<file path="config.mk">
export PLATFORM = sky130hd
export DESIGN_NAME = spi_idle_ctrl
export DESIGN_NICKNAME = d
export VERILOG_FILES = /design/src/rtl/spi_idle_pkg.sv /design/src/rtl/spi_idle_cfg.sv /design/src/rtl/spi_idle_timer.sv /design/src/rtl/spi_idle_shifter.sv /design/src/rtl/spi_idle_ctrl.sv
export SDC_FILE = /design/constraint.sdc
export NUM_CORES = 1
export LEC_CHECK = 0
export BUFFER_PORTS_ARGS = -buffer_cell sky130_fd_sc_hd__buf_2
export CAP_MARGIN = 20
export CORE_ASPECT_RATIO = 1.2
export CORE_UTILIZATION = 41
export DETAILED_ROUTE_END_ITERATION = 10
export GPL_ROUTABILITY_DRIVEN = 0
export PLACE_DENSITY = 0.64
export SYNTH_ARGS = -nofsm -noshare
export SYNTH_HDL_FRONTEND = slang
export SYNTH_SLANG_ARGS = --single-unit
</file>
<file path="constraint.sdc">
create_clock -name clk -period 2.5 [get_ports clk]
set_input_delay 0.5 -clock clk [delete_from_list [all_inputs] [get_ports clk]]
set_output_delay 0.5 -clock clk [all_outputs]
set_load 0.05 [all_outputs]
</file>
<file path="src/rtl/spi_idle_pkg.sv">
// Shared types for the SPI master shift engine.
// Assumes: the configuration field positions below are fixed by the host software.
package spi_idle_pkg;

    typedef enum logic [2:0] {
        OP_CS_ON  = 3'd0,
        OP_CS_OFF = 3'd1,
        OP_WRITE  = 3'd2,
        OP_READ   = 3'd3,
        OP_XFER   = 3'd4
    } spi_op_e;

    typedef enum logic [1:0] {
        ST_IDLE,
        ST_WAIT_TX,
        ST_SHIFT,
        ST_RX_OUT
    } eng_state_e;

    typedef struct packed {
        logic idle_hi;
        logic cpha;
        logic cpol;
    } spi_mode_t;

    localparam int CFG_CPOL_BIT = 0;
    localparam int CFG_CPHA_BIT = 1;
    localparam int CFG_IDLE_BIT = 3;

endpackage

</file>
<file path="src/rtl/spi_idle_cfg.sv">
// Configuration holder. Keeps a staged copy of each host write and an active
// copy that the shift logic uses. The active copy follows the staged one only
// while hold is low, so a mode change never lands inside a transfer.
// Assumes: CFG_W is larger than the highest field bit.
module spi_idle_cfg
    import spi_idle_pkg::*;
#(
    parameter int CFG_W = 8
) (
    input  logic             clk,
    input  logic             rst_n,
    input  logic             wr_en,
    input  logic [CFG_W-1:0] wr_data,
    input  logic             hold,
    output spi_mode_t        mode_o
);

    spi_mode_t staged_q;
    spi_mode_t decoded;
    logic      unused_cfg_bits;

    assign decoded.idle_hi = wr_data[CFG_IDLE_BIT];
    assign decoded.cpha    = wr_data[CFG_CPHA_BIT];
    assign decoded.cpol    = wr_data[CFG_CPOL_BIT];
    assign unused_cfg_bits = ^wr_data;

    // Capture every host write into the staged copy.
    always_ff @(posedge clk) begin
        if (!rst_n)
            staged_q <= '0;
        else if (wr_en)
            staged_q <= decoded;
    end

    // Move the staged value into use only while no transfer is running.
    always_ff @(posedge clk) begin
        if (!rst_n)
            mode_o <= '0;
        else if (!hold)
            mode_o <= wr_en ? decoded : staged_q;
    end

    assert_cfg_frozen_R9: assert property (@(posedge clk) disable iff (!rst_n)
        hold |=> $stable(mode_o));

endmodule

</file>
<file path="src/rtl/spi_idle_timer.sv">
// Half-period tick source. While run is high, tick pulses once every HALF
// system clocks. The count restarts whenever run is low.
// Assumes: HALF >= 1. HALF == 1 needs no counter.
module spi_idle_timer #(
    parameter int HALF = 2
) (
    input  logic clk,
    input  logic rst_n,
    input  logic run,
    output logic tick
);

    generate
        if (HALF <= 1) begin : g_every
            logic unused_in;
            assign unused_in = clk ^ rst_n;
            assign tick      = run;
        end else begin : g_count
            localparam int CW = $clog2(HALF);
            logic [CW-1:0] cnt_q;

            assign tick = run && (cnt_q == CW'(HALF - 1));

            // Count system clocks within one half SCLK period.
            always_ff @(posedge clk) begin
                if (!rst_n || !run)
                    cnt_q <= '0;
                else if (tick)
                    cnt_q <= '0;
                else
                    cnt_q <= cnt_q + 1'b1;
            end

            assert_half_period_R5: assert property (@(posedge clk) disable iff (!rst_n)
                tick |=> !tick);
        end
    endgenerate

endmodule

</file>
<file path="src/rtl/spi_idle_shifter.sv">
// Data path. Holds the outgoing word MSB-aligned, shifts it left one place per
// bit and collects incoming bits right-aligned. last_bit flags the final bit.
// Assumes: load, sample and advance are never high in the same cycle.
module spi_idle_shifter #(
    parameter int DATA_W = 32,
    parameter int LEN_W  = 5
) (
    input  logic              clk,
    input  logic              rst_n,
    input  logic              load,
    input  logic [DATA_W-1:0] load_word,
    input  logic [LEN_W-1:0]  load_len,
    input  logic              sample,
    input  logic              advance,
    input  logic              sdi,
    output logic              tx_msb,
    output logic [DATA_W-1:0] rx_word,
    output logic              last_bit
);

    logic [DATA_W-1:0] tx_q;
    logic [LEN_W-1:0]  idx_q;
    logic [LEN_W-1:0]  len_q;

    assign tx_msb   = tx_q[DATA_W-1];
    assign last_bit = (idx_q == len_q);

    // Align the outgoing word so its first bit sits at the top, then shift it.
    always_ff @(posedge clk) begin
        if (!rst_n)
            tx_q <= '0;
        else if (load)
            tx_q <= load_word << (LEN_W'(DATA_W - 1) - load_len);
        else if (advance)
            tx_q <= tx_q << 1;
    end

    // Collect SDI bits at the sampling points.
    always_ff @(posedge clk) begin
        if (!rst_n)
            rx_word <= '0;
        else if (load)
            rx_word <= '0;
        else if (sample)
            rx_word <= {rx_word[DATA_W-2:0], sdi};
    end

    // Track which bit of the word is on the line.
    always_ff @(posedge clk) begin
        if (!rst_n) begin
            idx_q <= '0;
            len_q <= '0;
        end else if (load) begin
            idx_q <= '0;
            len_q <= load_len;
        end else if (advance && !last_bit) begin
            idx_q <= idx_q + 1'b1;
        end
    end

endmodule

</file>
<file path="src/rtl/spi_idle_ctrl.sv">
// SPI master shift engine with a programmable SDO rest level. It takes one
// command at a time and runs a four-state sequencer (idle, wait for TX word,
// shift, present RX word). Each bit has two half periods: SDO changes when a
// bit starts and SDI is sampled between the halves. SCLK is derived from the
// half index and the active mode. SDO carries data only while a write is
// shifting with CS active. Otherwise it sits at the configured rest level.
// Assumes: handshake inputs are stable while their valid is high. DIV >= 2.
module spi_idle_ctrl
    import spi_idle_pkg::*;
#(
    parameter  int DATA_W = 32,
    parameter  int DIV    = 4,
    parameter  int CFG_W  = 8,
    localparam int LEN_W  = $clog2(DATA_W)
) (
    input  logic              clk,
    input  logic              rst_n,
    input  logic              cfg_wr,
    input  logic [CFG_W-1:0]  cfg_wdata,
    input  logic              cmd_valid,
    output logic              cmd_ready,
    input  logic [2:0]        cmd_op,
    input  logic [LEN_W-1:0]  cmd_len,
    input  logic              tx_valid,
    output logic              tx_ready,
    input  logic [DATA_W-1:0] tx_data,
    output logic              rx_valid,
    input  logic              rx_ready,
    output logic [DATA_W-1:0] rx_data,
    output logic              spi_sclk,
    output logic              spi_cs_n,
    output logic              spi_sdo,
    input  logic              spi_sdi
);

    localparam int HALF = (DIV / 2 < 1) ? 1 : DIV / 2;

    eng_state_e        state_q;
    logic              cs_n_q;
    logic              h_q;
    logic              op_tx_q;
    logic              op_rx_q;
    logic [LEN_W-1:0]  len_q;
    spi_mode_t         mode;
    spi_op_e           op;
    logic              shifting;
    logic              tick;
    logic              sample;
    logic              advance;
    logic              last_bit;
    logic              tx_msb;
    logic              load;
    logic              cmd_fire;
    logic [DATA_W-1:0] load_word;
    logic [LEN_W-1:0]  load_len;

    assign op        = spi_op_e'(cmd_op);
    assign shifting  = (state_q == ST_SHIFT);
    assign cmd_ready = (state_q == ST_IDLE);
    assign tx_ready  = (state_q == ST_WAIT_TX);
    assign rx_valid  = (state_q == ST_RX_OUT);
    assign cmd_fire  = cmd_valid && cmd_ready;
    assign sample    = tick && !h_q;
    assign advance   = tick && h_q;
    assign load      = (cmd_fire && op == OP_READ) || (tx_valid && tx_ready);
    assign load_word = tx_ready ? tx_data : '0;
    assign load_len  = tx_ready ? len_q : cmd_len;

    spi_idle_cfg #(.CFG_W(CFG_W)) cfg_i (
        .clk     (clk),
        .rst_n   (rst_n),
        .wr_en   (cfg_wr),
        .wr_data (cfg_wdata),
        .hold    (!cmd_ready),
        .mode_o  (mode)
    );

    spi_idle_timer #(.HALF(HALF)) timer_i (
        .clk   (clk),
        .rst_n (rst_n),
        .run   (shifting),
        .tick  (tick)
    );

    spi_idle_shifter #(.DATA_W(DATA_W), .LEN_W(LEN_W)) shift_i (
        .clk       (clk),
        .rst_n     (rst_n),
        .load      (load),
        .load_word (load_word),
        .load_len  (load_len),
        .sample    (sample),
        .advance   (advance),
        .sdi       (spi_sdi),
        .tx_msb    (tx_msb),
        .rx_word   (rx_data),
        .last_bit  (last_bit)
    );

    // Sequence commands, chip select and the half-period index.
    always_ff @(posedge clk) begin
        if (!rst_n) begin
            state_q <= ST_IDLE;
            cs_n_q  <= 1'b1;
            h_q     <= 1'b0;
            op_tx_q <= 1'b0;
            op_rx_q <= 1'b0;
            len_q   <= '0;
        end else begin
            case (state_q)
                ST_IDLE: begin
                    if (cmd_valid) begin
                        case (op)
                            OP_CS_ON:  cs_n_q <= 1'b0;
                            OP_CS_OFF: cs_n_q <= 1'b1;
                            OP_WRITE: begin
                                op_tx_q <= 1'b1;
                                op_rx_q <= 1'b0;
                                len_q   <= cmd_len;
                                state_q <= ST_WAIT_TX;
                            end
                            OP_XFER: begin
                                op_tx_q <= 1'b1;
                                op_rx_q <= 1'b1;
                                len_q   <= cmd_len;
                                state_q <= ST_WAIT_TX;
                            end
                            OP_READ: begin
                                op_tx_q <= 1'b0;
                                op_rx_q <= 1'b1;
                                len_q   <= cmd_len;
                                state_q <= ST_SHIFT;
                            end
                            default: ;
                        endcase
                    end
                end
                ST_WAIT_TX: begin
                    if (tx_valid)
                        state_q <= ST_SHIFT;
                end
                ST_SHIFT: begin
                    if (tick)
                        h_q <= ~h_q;
                    if (advance && last_bit)
                        state_q <= op_rx_q ? ST_RX_OUT : ST_IDLE;
                end
                ST_RX_OUT: begin
                    if (rx_ready)
                        state_q <= ST_IDLE;
                end
                default: state_q <= ST_IDLE;
            endcase
        end
    end

    // Drive the serial lines from the sequencer state and the active mode.
    always_comb begin
        spi_cs_n = cs_n_q;
        spi_sclk = mode.cpol ^ (shifting & (h_q ^ mode.cpha));
        spi_sdo  = (shifting && op_tx_q && !cs_n_q) ? tx_msb : mode.idle_hi;
    end

    assert_rx_hold_R8: assert property (@(posedge clk) disable iff (!rst_n)
        (rx_valid && !rx_ready) |=> (rx_valid && $stable(rx_data)));

    assert_sdo_steady_R6: assert property (@(posedge clk) disable iff (!rst_n)
        (shifting && !(tick && h_q)) |=> $stable(spi_sdo));

    assert_read_rest_R3: assert property (@(posedge clk) disable iff (!rst_n)
        (shifting && !op_tx_q) |=> $stable(spi_sdo));

    assert_rest_after_R4: assert property (@(posedge clk) disable iff (!rst_n)
        $fell(shifting) |-> (spi_sdo == mode.idle_hi));

    assert_cmd_busy_R10: assert property (@(posedge clk) disable iff (!rst_n)
        (cmd_fire && (op == OP_WRITE || op == OP_READ || op == OP_XFER)) |=> !cmd_ready);

endmodule

</file>
==> summary.md <==
| Metric | Value |
|---|---|
| DR vias/cell | 6.197 |
| Total count of hold-check failures in the final report | 0 |
| Vias in the first global route | 5521 |
| Most used DFF post-synth | dfxtp_1 |
| Number of synthesized register bits | 92 |
| R2r worst-path depth | 6 |
| Count leader, synth | nand2_1 |
| CP Launch Type | flop |
| Status | finished clean |
| Share of the core filled with cells | 49.45% |
| Grt ovf | 0 |
| # rows | 47 |
| # DRC | 0 |
| CTS tree | yes |
| Worst Path Arrival | between 2 and 3 ns |
| Fmax | 412.6 MHz |
| CTS Buf Count | 9 |
| Crit path time final | between 2 and 2.5 ns |
| Ant. Diodes | 0 |
| Number of port buffers | slightly below 90 |
| Register area share after synthesis | 31.63% |
| Die Span Y | roughly 130 um |
| Hpwl dp | approximately 13000 um |
| Layout cell share with drive strength beyond 1 | a little over a quarter |
| Yosys top cell area share | 31.63% |
| Hold Crit Class | input port to flop |
| Largest net degree at the start of global routing | 38 |
| Synth area leaders | dfxtp_1, mux4_2, mux2i_1 |
| Mapped Nets | 728 |
| First-pass GRT wire length | about 28000 um |
| Most common cell on crit path | a221oi_1 |
| Leading area contributor after synthesis | dfxtp_1 |
| Cell Chain, Critical Path | buf_4 -> nor2b_1 -> a221oi_1 -> a211oi_2 -> o211ai_1 -> a221oi_1 |
| Critical path required time | ~2.7 ns |
| Crit path kind | flop to flop |
| Worst hold slack | between 0.4 and 0.5 ns |
| Max Root-Sink Buffers | 2 |
| Yosys cell types | between 70 and 80 |
| Crit path max-delay cell type | dfxtp_2 |
| Slew HR | between 50% and 60% |
| Iter 0 DRT Violations | around 560 |
| Final antenna-violating net count | 0 |
| Fin nets | 810 |
| RSZ-0062 raised after global routing | false |
| Multi-input gate area | about 3700 um^2 |
| CP max stage delay | between 0.6 and 0.7 ns |
| Slew @ Worst Pin | roughly 0.67 ns |
| CP startpoint | len_q[2]$_SDFFE_PN0P_ |
| # setup viols final | 0 |
| CORE AREA | roughly 14000 um^2 |
| I/O pin count | a little over 90 |
| FF/Latch Area | ~1800 um^2 |
| Fin. max-slew vios | 0 |
| Antenna violations before repair | 0 |
| Dpl cell area | 6531 um^2 |
| Initial Utilization | a little over two fifths |
| Post-Syn Area | around 5800 um^2 |
| Later-pin clock latency in the skew report | between 0.3 and 0.4 ns |
| Post-CTS Setup Repair Bufs | 0 |
| H-tree depth | 3 |
| Layout fillers | ~1300 |
| CP max FO | 20 |
| Max Cap Viol | 0 |
| Synth top cells by count | nand2_1, dfxtp_1, a21oi_1 |
| Setup TNS | 0 ns |
| Post-synth EDFFs | 0 |
| Post-Syn Area per Cell | 8.665 um^2 |
| Crit. End Element | flop |
| Die ar. | between 10000 and 15000 um^2 |
| Crit Reg-Reg Startpoint | len_q[2]$_SDFFE_PN0P_ |
| Lkg Pwr | 0.002636 uW |
| P&R area growth vs syn | 17.36% |
| Post-CTS Hold Fix Bufs | 0 |
| Async S/R FF share, synth | 0% |
| FF-to-FF setup slack | 0.08 ns |
| Min-delay src | spi_sdi |
| DR vias | ~5800 |
| Pwr per Cell Area | 524.8 nW/um^2 |
| Drt total wl | approximately 17000 um |
| Warnings, synthesis | 0 |
| Post-route cell area | approximately 6800 um^2 |
| Final worst path period share | a little over nine tenths |
| DR WL/cell | ~18 um |
| CTS clk-pin slew, worst paths | ~0.06 ns |
| Clock sink count | between 90 and 100 |
| Worst setup path end | shift_i.tx_q[30]$_SDFFE_PN0P_ |
| Pre-Repair DR Iteration Count | 5 |
| Worst clock skew | roughly 0.0065 ns |
| Syn Inst Count | ~670 |
| Clk root buf | clkbuf_16 |
| Worst r2r dst | shift_i.tx_q[30]$_SDFFE_PN0P_ |
| Peak VDD IR | between 0.0004 and 0.0005 V |
| Die width | between 100 and 150 um |
| Gr usage total | approximately a quarter |
-- logic make-up (layout without fill, tap and decap cells) --
kind of cell             Yosys count  in the layout  synth area share (%)
buffers and inverters             63            149                 5.350
XOR/XNOR                          12             12                 1.805
multiplexers                      89             89                 21.70
flip-flops                        92             92                 31.63
AND/OR/NAND/NOR                  236            236                 18.84
AO/OA/AOI/OAI                    179            179                 20.46
adder cells (fa/ha/maj)            1              1                0.2148
-- how the worst min path moves through the flow --
stage | slack (ns) | cells after the start | end
after floorplan | 0.44 | 1 | timer_i.g_count.cnt_q$_SDFF_PP0_
after global placement | 0.45 | 2 | shift_i.rx_word[31]$_SDFFE_PP0P_
after detailed placement | 0.46 | 2 | shift_i.rx_word[3]$_SDFFE_PP0P_
after CTS | 0.40 | 3 | shift_i.rx_word[0]$_SDFFE_PP0P_
after global routing | 0.43 | 3 | shift_i.rx_word[0]$_SDFFE_PP0P_
final | 0.40 | 3 | shift_i.rx_word[0]$_SDFFE_PP0P_
-- timing repair --
action | in CTS | in global routing
endpoints found under the hold margin | 0 | 0
gates resized for setup | 0 | 1
setup endpoints to repair | 0 | 1
-- layout by cell type (no fill, tap or decap), types with 6 or more instances in the layout --
| cell | n |
|---|---|
| mux4_2 | 28 |
| a22oi_1 | 7 |
| nor4_1 | 7 |
| nor2_1 | 45 |
| o22ai_1 | 11 |
| nor3_1 | 15 |
| mux2_2 | 14 |
| a211oi_1 | 8 |
| xnor2_1 | 7 |
| nand2_1 | 111 |
| o21ai_0 | 29 |
| nand3_1 | 14 |
| clkbuf_16 | 9 |
| buf_4 | 37 |
| a22o_1 | 6 |
| dfxtp_1 | 89 |
| buf_2 | 87 |
| mux2i_1 | 46 |
| a21oi_1 | 56 |
| a221oi_1 | 7 |
-- layout make-up --
type / count / area share [%]
repair buffers: 127 / 11.31
clock inverters: 5 / 0.8971
well taps: 171 / 3.131
flip-flops and latches: 92 / 27.04
clock buffers: 10 / 3.497
inverters: 7 / 0.3845
multi-input cells: 517 / 53.73
-- state kept, by name, indices dropped and copies added (netlist names) --
register and count:
shift_i.tx_q 32, h_q 1, cfg_i.mode_o 3, timer_i.g_count.cnt_q 1, state_q 2, len_q 5, cfg_i.staged_q 3, op_rx_q 1
spi_cs_n 1, op_tx_q 1, shift_i.idx_q 5, shift_i.rx_word 32, shift_i.len_q 5
-- metrics by stage --
stage / total power [uW] / setup slack, ns / std cells
floorplan: 2017 / 0.3472 / 672
global placement: 2221 / 0.1479 / 914
global route: 3732 / 0.02074 / 929
detailed placement: 2236 / 0.09694 / 914
CTS: 3604 / 0.04993 / 929
finish: 3587 / 0.07610 / 929
-- worst max-delay path, delay by kind of cell, from the launching register on --
family	cells	cell delay, ns
compound gates	4	1.13
buf+inv	1	0.27
flops	1	0.61
simple gates	1	0.31
-- power by group --
part	total (uW)	internal [uW]	switching [uW]	leakage, uW
Combinational	655	287	368	0.00174
Sequential	1560	1510	50.8	0.000747
Clock	1370	802	566	0.000149
-- per-layer routing --
layer,global-route usage (%),up-vias,share of wire (%)
met5,0,-,0
met4,12.15,0,4.6
met3,4.123,67,6.5
met2,39.92,285,48
met1,27.88,2752,41
li1,-,2653,-
Power figures use the tool's default switching activity.
